File: src/rtl/ecc_log_pkg.sv
package ecc_log_pkg;

    localparam int ADDR_W        = 32;
    localparam int SYN_W         = 8;
    localparam int REG_W         = 32;

    localparam int SBE_BIT       = 0;
    localparam int MBE_BIT       = 1;
    localparam int IRQ_EN_BIT    = 2;
    localparam int BERR_EN_BIT   = 3;
    localparam int SYN_LO        = 4;
    localparam int SYN_HI        = SYN_LO + SYN_W - 1;
    localparam int FLD_LO        = SYN_HI + 1;
    localparam int SCRUB_DIS_BIT = REG_W - 1;
    localparam int FLD_HI        = SCRUB_DIS_BIT - 1;
    localparam int KEEP_W        = FLD_HI - FLD_LO + 1;

    typedef enum logic [1:0] {
        EV_NONE = 2'd0,
        EV_SBE  = 2'd1,
        EV_MBE  = 2'd2
    } ev_kind_e;

    typedef struct packed {
        ev_kind_e              kind;
        logic [KEEP_W-1:0]     addr_hi;
        logic [SYN_W-1:0]      syn;
    } ev_rec_t;

    typedef struct packed {
        logic scrub_dis;
        logic berr_en;
        logic irq_en;
    } ctrl_t;

    function automatic ev_kind_e classify(input logic sbe, input logic mbe);
        if (mbe)      return EV_MBE;
        else if (sbe) return EV_SBE;
        else          return EV_NONE;
    endfunction

    function automatic ctrl_t ctrl_from_word(input logic [REG_W-1:0] w);
        ctrl_t c;
        c.scrub_dis = w[SCRUB_DIS_BIT];
        c.berr_en   = w[BERR_EN_BIT];
        c.irq_en    = w[IRQ_EN_BIT];
        return c;
    endfunction

    function automatic logic [REG_W-1:0] pack_status(
        input ctrl_t             c,
        input logic [1:0]        st,
        input logic [KEEP_W-1:0] a,
        input logic [SYN_W-1:0]  s
    );
        logic [REG_W-1:0] r;
        r                    = '0;
        r[SCRUB_DIS_BIT]     = c.scrub_dis;
        r[FLD_HI:FLD_LO]     = a;
        r[SYN_HI:SYN_LO]     = s;
        r[BERR_EN_BIT]       = c.berr_en;
        r[IRQ_EN_BIT]        = c.irq_en;
        r[MBE_BIT]           = st[1];
        r[SBE_BIT]           = st[0];
        return r;
    endfunction

endpackage

File: src/rtl/ecc_evt_select.sv
module ecc_evt_select
    import ecc_log_pkg::*;
(
    input  logic               sbe_evt,
    input  logic               mbe_evt,
    input  logic [ADDR_W-1:0]  evt_addr,
    input  logic [SYN_W-1:0]   evt_syndrome,
    output ev_rec_t            ev,
    output logic               scrub_hit
);
    always_comb begin
        ev.kind    = classify(sbe_evt, mbe_evt);
        ev.addr_hi = evt_addr[ADDR_W-1 -: KEEP_W];
        ev.syn     = evt_syndrome;
        scrub_hit  = sbe_evt && !mbe_evt;
    end
endmodule

File: src/rtl/ecc_log_reg.sv
module ecc_log_reg
    import ecc_log_pkg::*;
(
    input  logic              clk,
    input  logic              rst,
    input  ev_rec_t           ev,
    input  logic              wr_en,
    input  ctrl_t             wr_ctrl,
    input  logic [1:0]        wr_clr,
    output ctrl_t             ctrl_q,
    output logic [1:0]        st_q,
    output logic [KEEP_W-1:0] addr_q,
    output logic [SYN_W-1:0]  syn_q,
    output logic              cap_fire,
    output ev_kind_e          cap_kind
);
    logic       held;
    logic [1:0] st_n;

    always_comb begin
        held     = |st_q;
        cap_fire = !held && (ev.kind != EV_NONE);
        cap_kind = ev.kind;
        st_n     = st_q & ~(wr_en ? wr_clr : 2'b00);
        if (cap_fire)
            st_n = (ev.kind == EV_MBE) ? 2'b10 : 2'b01;
    end

    always_ff @(posedge clk) begin
        if (rst) begin
            ctrl_q <= '0;
            st_q   <= '0;
            addr_q <= '0;
            syn_q  <= '0;
        end else begin
            if (wr_en)
                ctrl_q <= wr_ctrl;
            st_q <= st_n;
            if (cap_fire) begin
                addr_q <= ev.addr_hi;
                syn_q  <= ev.syn;
            end
        end
    end

    // Only one error kind is ever held.
    assert_one_status_R5: assert property (@(posedge clk) disable iff (rst)
        $onehot0(st_q));

    // Fields do not move while an error is held.
    assert_hold_fields_R5: assert property (@(posedge clk) disable iff (rst)
        (|st_q) |=> ($stable(addr_q) && $stable(syn_q)));

    // Acknowledging every held bit empties the status.
    assert_w1c_empty_R6: assert property (@(posedge clk) disable iff (rst)
        ((|st_q) && wr_en && ((wr_clr & st_q) == st_q)) |=> (st_q == 2'b00));

    // A single-bit capture sets only the single-bit flag.
    assert_sbe_capture_R2: assert property (@(posedge clk) disable iff (rst)
        (cap_fire && cap_kind == EV_SBE) |=> (st_q == 2'b01));

    // A multi-bit capture sets only the multi-bit flag.
    assert_mbe_capture_R3: assert property (@(posedge clk) disable iff (rst)
        (cap_fire && cap_kind == EV_MBE) |=> (st_q == 2'b10));
endmodule

File: src/rtl/ecc_log_notify.sv
module ecc_log_notify
    import ecc_log_pkg::*;
(
    input  logic              clk,
    input  logic              rst,
    input  logic              cap_fire,
    input  ev_kind_e          cap_kind,
    input  ctrl_t             ctrl,
    input  logic              scrub_hit,
    input  logic [ADDR_W-1:0] evt_addr,
    output logic              sbe_irq,
    output logic              mbe_berr,
    output logic              scrub_req,
    output logic [ADDR_W-1:0] scrub_addr
);
    always_ff @(posedge clk) begin
        if (rst) begin
            sbe_irq    <= 1'b0;
            mbe_berr   <= 1'b0;
            scrub_req  <= 1'b0;
            scrub_addr <= '0;
        end else begin
            sbe_irq   <= cap_fire && (cap_kind == EV_SBE) && ctrl.irq_en;
            mbe_berr  <= cap_fire && (cap_kind == EV_MBE) && ctrl.berr_en;
            scrub_req <= scrub_hit && !ctrl.scrub_dis;
            if (scrub_hit)
                scrub_addr <= evt_addr;
        end
    end

    // The two notification pulses never coincide.
    assert_pulse_excl_R8: assert property (@(posedge clk) disable iff (rst)
        !(sbe_irq && mbe_berr));

    // An interrupt pulse lasts one cycle, since the flag blocks re-capture.
    assert_irq_single_R8: assert property (@(posedge clk) disable iff (rst)
        sbe_irq |=> !sbe_irq);

    // A bus-error pulse lasts one cycle.
    assert_berr_single_R9: assert property (@(posedge clk) disable iff (rst)
        mbe_berr |=> !mbe_berr);
endmodule

File: src/rtl/ecc_err_logger.sv
module ecc_err_logger
    import ecc_log_pkg::*;
(
    input  logic              clk,
    input  logic              rst,
    input  logic              sbe_evt,
    input  logic              mbe_evt,
    input  logic [ADDR_W-1:0] evt_addr,
    input  logic [SYN_W-1:0]  evt_syndrome,
    input  logic              wr_en,
    input  logic [REG_W-1:0]  wr_data,
    output logic [REG_W-1:0]  status,
    output logic              sbe_irq,
    output logic              mbe_berr,
    output logic              scrub_req,
    output logic [ADDR_W-1:0] scrub_addr
);
    ev_rec_t           ev;
    logic              scrub_hit;
    ctrl_t             ctrl_q;
    logic [1:0]        st_q;
    logic [KEEP_W-1:0] addr_q;
    logic [SYN_W-1:0]  syn_q;
    logic              cap_fire;
    ev_kind_e          cap_kind;
    ctrl_t             wr_ctrl;
    logic [1:0]        wr_clr;
    logic              unused_wr_bits;

    assign wr_ctrl        = ctrl_from_word(wr_data);
    assign wr_clr         = {wr_data[MBE_BIT], wr_data[SBE_BIT]};
    assign unused_wr_bits = ^wr_data[FLD_HI:SYN_LO];

    ecc_evt_select i_select (
        .sbe_evt      (sbe_evt),
        .mbe_evt      (mbe_evt),
        .evt_addr     (evt_addr),
        .evt_syndrome (evt_syndrome),
        .ev           (ev),
        .scrub_hit    (scrub_hit)
    );

    ecc_log_reg i_reg (
        .clk      (clk),
        .rst      (rst),
        .ev       (ev),
        .wr_en    (wr_en),
        .wr_ctrl  (wr_ctrl),
        .wr_clr   (wr_clr),
        .ctrl_q   (ctrl_q),
        .st_q     (st_q),
        .addr_q   (addr_q),
        .syn_q    (syn_q),
        .cap_fire (cap_fire),
        .cap_kind (cap_kind)
    );

    ecc_log_notify i_notify (
        .clk        (clk),
        .rst        (rst),
        .cap_fire   (cap_fire),
        .cap_kind   (cap_kind),
        .ctrl       (ctrl_q),
        .scrub_hit  (scrub_hit),
        .evt_addr   (evt_addr),
        .sbe_irq    (sbe_irq),
        .mbe_berr   (mbe_berr),
        .scrub_req  (scrub_req),
        .scrub_addr (scrub_addr)
    );

    assign status = pack_status(ctrl_q, st_q, addr_q, syn_q);

    // A simultaneous pair from an empty log lands as multi-bit.
    assert_mbe_wins_R4: assert property (@(posedge clk) disable iff (rst)
        (!(|status[1:0]) && sbe_evt && mbe_evt) |=> (status[1:0] == 2'b10));

    // An interrupt pulse always comes with the single-bit flag.
    assert_irq_flag_R8: assert property (@(posedge clk) disable iff (rst)
        sbe_irq |-> status[SBE_BIT]);

    // A bus-error pulse always comes with the multi-bit flag.
    assert_berr_flag_R9: assert property (@(posedge clk) disable iff (rst)
        mbe_berr |-> status[MBE_BIT]);

    // No scrub request follows an edge at which scrubbing was disabled.
    assert_scrub_gate_R10: assert property (@(posedge clk) disable iff (rst)
        scrub_req |-> !$past(status[SCRUB_DIS_BIT]));
endmodule

File: config.mk
export PLATFORM = sky130hd
export DESIGN_NAME = ecc_err_logger
export DESIGN_NICKNAME = d
export VERILOG_FILES = /design/src/rtl/ecc_log_pkg.sv /design/src/rtl/ecc_evt_select.sv /design/src/rtl/ecc_log_reg.sv /design/src/rtl/ecc_log_notify.sv /design/src/rtl/ecc_err_logger.sv
export SDC_FILE = /design/constraint.sdc
export NUM_CORES = 1
export LEC_CHECK = 0
export BUFFER_PORTS_ARGS = -buffer_cell sky130_fd_sc_hd__clkbuf_2
export CAP_MARGIN = 20
export CORE_MARGIN = 2
export CORE_UTILIZATION = 40
export DETAILED_ROUTE_END_ITERATION = 12
export GPL_TIMING_DRIVEN = 0
export HOLD_SLACK_MARGIN = 0.08
export PLACE_DENSITY = 0.84
export SETUP_SLACK_MARGIN = 0.5
export SLEW_MARGIN = 25
export SYNTH_ARGS = -nofsm -noshare
export SYNTH_HDL_FRONTEND = slang
export SYNTH_SLANG_ARGS = --single-unit
File: constraint.sdc
create_clock -name clk -period 1 [get_ports clk]
set_input_delay 0.1 -clock clk [delete_from_list [all_inputs] [get_ports clk]]
set_output_delay 0.1 -clock clk [all_outputs]
set_load 0.01 [all_outputs]
Yosys cells after proc, flatten, opt, wreduce, memory -nomap -nowiden --
Cells that the tools add are included.
Cells by class: reduce and logical (&&, ||, !) cells 12, muxes and demuxes 5, equality and inequality tests 2, bitwise gates (word level) 2
Operators by type and width (count):
- $mux W2 | 4
- $logic_and A1 B1 Y1 | 7
- $logic_not A1 Y1 | 3
- $and A2 B2 Y2 | 1
- $eq A2 B1 Y1 const B | 1
- $eq A2 B2 Y1 const B | 1
- $not A2 Y2 | 1
- $reduce_bool A2 Y1 | 1
- $reduce_or A2 Y1 | 1
- $mux W1 | 1
Storage, ports and cells: logic and storage cells 31, bits in registers 67, output and inout port bits 67, input port bits 77

Depth between registers and ports, before layout --
word-level depth 6, depth in mapped cells 5, depth with buffers taken out 3

By module --
From an unflattened synthesis, not the netlist that was laid out.
Second synthesis, totals: cell total of the unflattened synthesis 283, area total of the unflattened synthesis 2924.1 µm²
By module, submodules not included:
- ecc_log_reg | cells an instance 140, instances 1, area an instance 1425.1 µm², seq. area each 640.6 µm²
- ecc_log_notify | cells an instance 113, instances 1, area an instance 1267.5 µm², seq. area each 700.7 µm²
- ecc_evt_select | cells an instance 30, instances 1, area an instance 231.5 µm², seq. area each 0.0 µm²

Worst setup path before layout --
OpenSTA, ideal clock, no wires.
kind register to register, start point reg i_reg.st_q[0], end point reg i_reg.addr_q[10], clock period less this slack 1102 ps, buffers on the path 2, cell stages (with the launch flop) 5, arrival time 1030 ps, data required time 928 ps, path slack -102 ps, library setup time 72 ps, cells stage by stage dfxtp_1 -> nor3_2 -> buf_6 -> buf_12 -> mux2i_1
On the way: cells in the longest elaborated chain, start to end 3
RTL lines:
- start: declaration | line ecc_log_reg.sv:11 | output logic [1:0] st_q,
- start signal: assignment | line ecc_log_reg.sv:38 | st_q <= st_n;
- $reduce_or A2 Y1 | line ecc_log_reg.sv:21 | held = |st_q;
- $logic_not A1 Y1 | line ecc_log_reg.sv:22 | cap_fire = !held && (ev.kind != EV_NONE);
- $logic_and A1 B1 Y1 | line ecc_log_reg.sv:22
- end signal: assignment | line ecc_log_reg.sv:40 | addr_q <= ev.addr_hi;
- end: declaration | line ecc_log_reg.sv:12 | output logic [KEEP_W-1:0] addr_q,
No other way between the ends. A chain may end at the register's enable or synchronous reset.

Worst setup path in the final report --
start point reg i_reg.st_q[1], end point reg i_reg.addr_q[11]
Same word-level chain as after synthesis.

==> results.yml <==
drt:
  drt-total-wl_um: 8480
  routedWlPerCell_um: 15.8
  wl_met1_um: 3390
  ant_nets: 0
  route.met2.wl_um: 4470
  routed.top_layer: "met4"
  vias_per_cell: 4.82
  initialDrtViolationCount: 95
  drc: 0
  first_pass_iters: 4
  vias: 2584
  wl_met3_um: 480
sta:
  max_freq_mhz: 880
  setup_viol: 29
  whs_ns: -0.0336
  fin_ws_ns: -0.137
  setup_tns_ns: -2.39
  drv_slew: 0
  period_needed_ns: 1.14
  post-route-period-util: 1.14
  grt_setup_unrepaired: "true"
  max_slew_margin: 0.747
  fin_skew_ns: 0.0119
  finalHoldViolCount: 11
  worstMarginPinSlew_ns: 0.379
worst_setup_path:
  path_max_fanout: 10
  crit_required_ns: 1.25
  worstPathArrival_ns: 1.39
  cp-end-kind: "flip-flop"
  crit_type: "reg2reg"
  r2r_cells: 4
  crit_path_start_kind: "flip-flop"
clocking:
  clock_sinks: 67
  worstSkewPairLatency_ns: 0.34
  root_buffer: "clkbuf_8"
  clkSlewWorstSetupHoldPaths_ns: 0.07
  htree_levels: 3
  cts_tree: "yes"
  cts_max_path_buffers: 2
  cts_buffers: 9
floorplan:
  io_pins: 144
  core_area_mm2: 0.00639
  die_y_um: 85.3
  start_util: 0.414
  num_rows: 29
  dieWidth_um: 85.3
  die_area_mm2: 0.00727
layout:
  synthToLayoutAreaGrowth_pct: 79.5
  layout.nets: 531
  antennaDiodeCount: 0
  stdcell_count: 536
  final_util: 0.743
  drive_above_1_share: 0.625
  final_cell_mix: "buf_6 (94), dfxtp_2 (65), nand2_1 (55)"
  final_common_cell: "buf_6"
global_routing:
  first_global_vias: 2430
  grt_max_degree: 13
  antenna_found_initial: 0
  grt_usage: 0.201
  grt_pass1_wl_um: 11500
  overflow: 0
power_and_ir_drop:
  power.density_mw_per_mm2: 1430
  p_leak_nw: 2.16
  max-vdd-ir-drop_mv: 1.03
  finalPower_mw: 6.79
placement:
  dpl.cell_count: 477
  gp_congestion: 0.739
  port_buffers: 114
  place_hpwl_um: 4730
yosys:
  syn-cell-area_mm2: 0.00264
  synth_seq_area_share: 0.508
  syn_inst: 286
  yosysWarnings: 0
  synth_cell_types: 21
  syn_avg_cell_area_um2: 9.24
  synth_seq_cells: 67
  synth_nets: 363
status:
  status: "complete, but fails checks"
  violations: "negative hold slack, negative setup slack"
min_path:
  min_path_cells: 2
  hold_path.class: "in2reg"
run:
  maxCapViolCount: 0
[what timing repair did]
| item | 4_1_cts | 5_1_grt |
|---|---|---|
| setup endpoints to repair | 134 | 134 |
| setup buffers | 20 | 17 |
| gates cloned | 5 | 1 |
| resized for setup | 94 | 167 |
| hold endpoints to repair | 64 | 64 |
| pin swaps | 14 | 10 |
[where the power goes]
part           total, mW  leakage (nW)  internal, mW  switching (mW)
registers           3.02         0.577          2.88           0.138
clock network       2.23        0.0928          1.15            1.08
logic               1.54          1.49         0.932           0.612
total               6.79          2.16          4.97            1.83
[cells by family (layout without fill, tap and decap cells)]
logic type | Yosys count | in the layout | synth area share
AND/OR/NAND/NOR | 130 | 130 | 0.244
multiplexers | 30 | 30 | 0.114
AO/OA/AOI/OAI | 36 | 36 | 0.0743
buffers and inverters | 23 | 196 | 0.0601
flip-flops | 67 | 67 | 0.508
[routing by layer]
layer / GRT usage / vias up
met3: 0.0506 / 12
li1: - / 1261
met2: 0.340 / 84
met1: 0.246 / 1227
met4: 0.0765 / 0
met5: 0 / -
[critical path: stages (launching register included)]
cell and delay (ns):
dfxtp_4 0.34, nor3_2 0.17, buf_6 0.18, buf_12 0.15, mux2i_1 0.21
[final timing paths]
check                                             from  slack [ns]                                    to
setup / recovery              i_reg.st_q[1]$_SDFF_PP0_       -0.14         i_reg.addr_q[11]$_SDFFE_PP0P_
hold / removal                              wr_data[1]       -0.03              i_reg.st_q[1]$_SDFF_PP0_
setup reg to reg              i_reg.st_q[1]$_SDFF_PP0_       -0.14         i_reg.addr_q[11]$_SDFFE_PP0P_
hold reg to reg   i_notify.scrub_addr[29]$_SDFFE_PP0P_        0.46  i_notify.scrub_addr[29]$_SDFFE_PP0P_
[through the flow]
| stage | setup WS [ns] | instance area (µm²) | hold WS [ns] |
|---|---|---|---|
| after floorplan | -0.0582 | 2730 | 0.207 |
| after global placement | -0.126 | 3390 | 0.295 |
| after detailed placement | -0.164 | 3390 | 0.307 |
| after CTS | -0.0896 | 4070 | -0.0520 |
| after global routing | -0.159 | 4740 | -0.0392 |
| final | -0.137 | 4740 | -0.0336 |
[final cells by class]
type	instances	area, µm²
plain buffers	22	250
fillers	420	1640
multi-input cells	196	1260
well taps	77	96.3
inverters	1	6.26
flip-flops and latches	67	1430
repair buffers	157	1510
clock inverters	6	65.1
clock buffers	10	128
[Yosys cell counts]
cell type  number  share of area
a21oi_1        33          0.063
a311oi_1        1         0.0033
a311oi_2        1         0.0057
and3_2          1         0.0028
and4_2          1         0.0038
buf_1           1         0.0014
buf_12          2          0.015
buf_2           8          0.015
buf_4           6          0.017
buf_6           1         0.0043
clkbuf_1        4         0.0057
dfxtp_1        67           0.51
inv_1           1         0.0014
mux2i_1        30           0.11
nand2_1        64          0.091
nand2b_1       55           0.13
nor2_1          6         0.0085
nor2b_1         1         0.0024
nor3_1          1         0.0019
nor3_2          1         0.0038
o21a_1          1         0.0028
[sequential cells by signal (all words and copies together), names as in the netlist]
register / cells
i_notify.scrub_req: 1
i_notify.sbe_irq: 1
i_reg.ctrl_q: 3
i_reg.st_q: 2
i_reg.addr_q: 19
i_reg.syn_q: 8
i_notify.mbe_berr: 1
i_notify.scrub_addr: 32
Note: power is estimated with default switching activity, not from simulation.
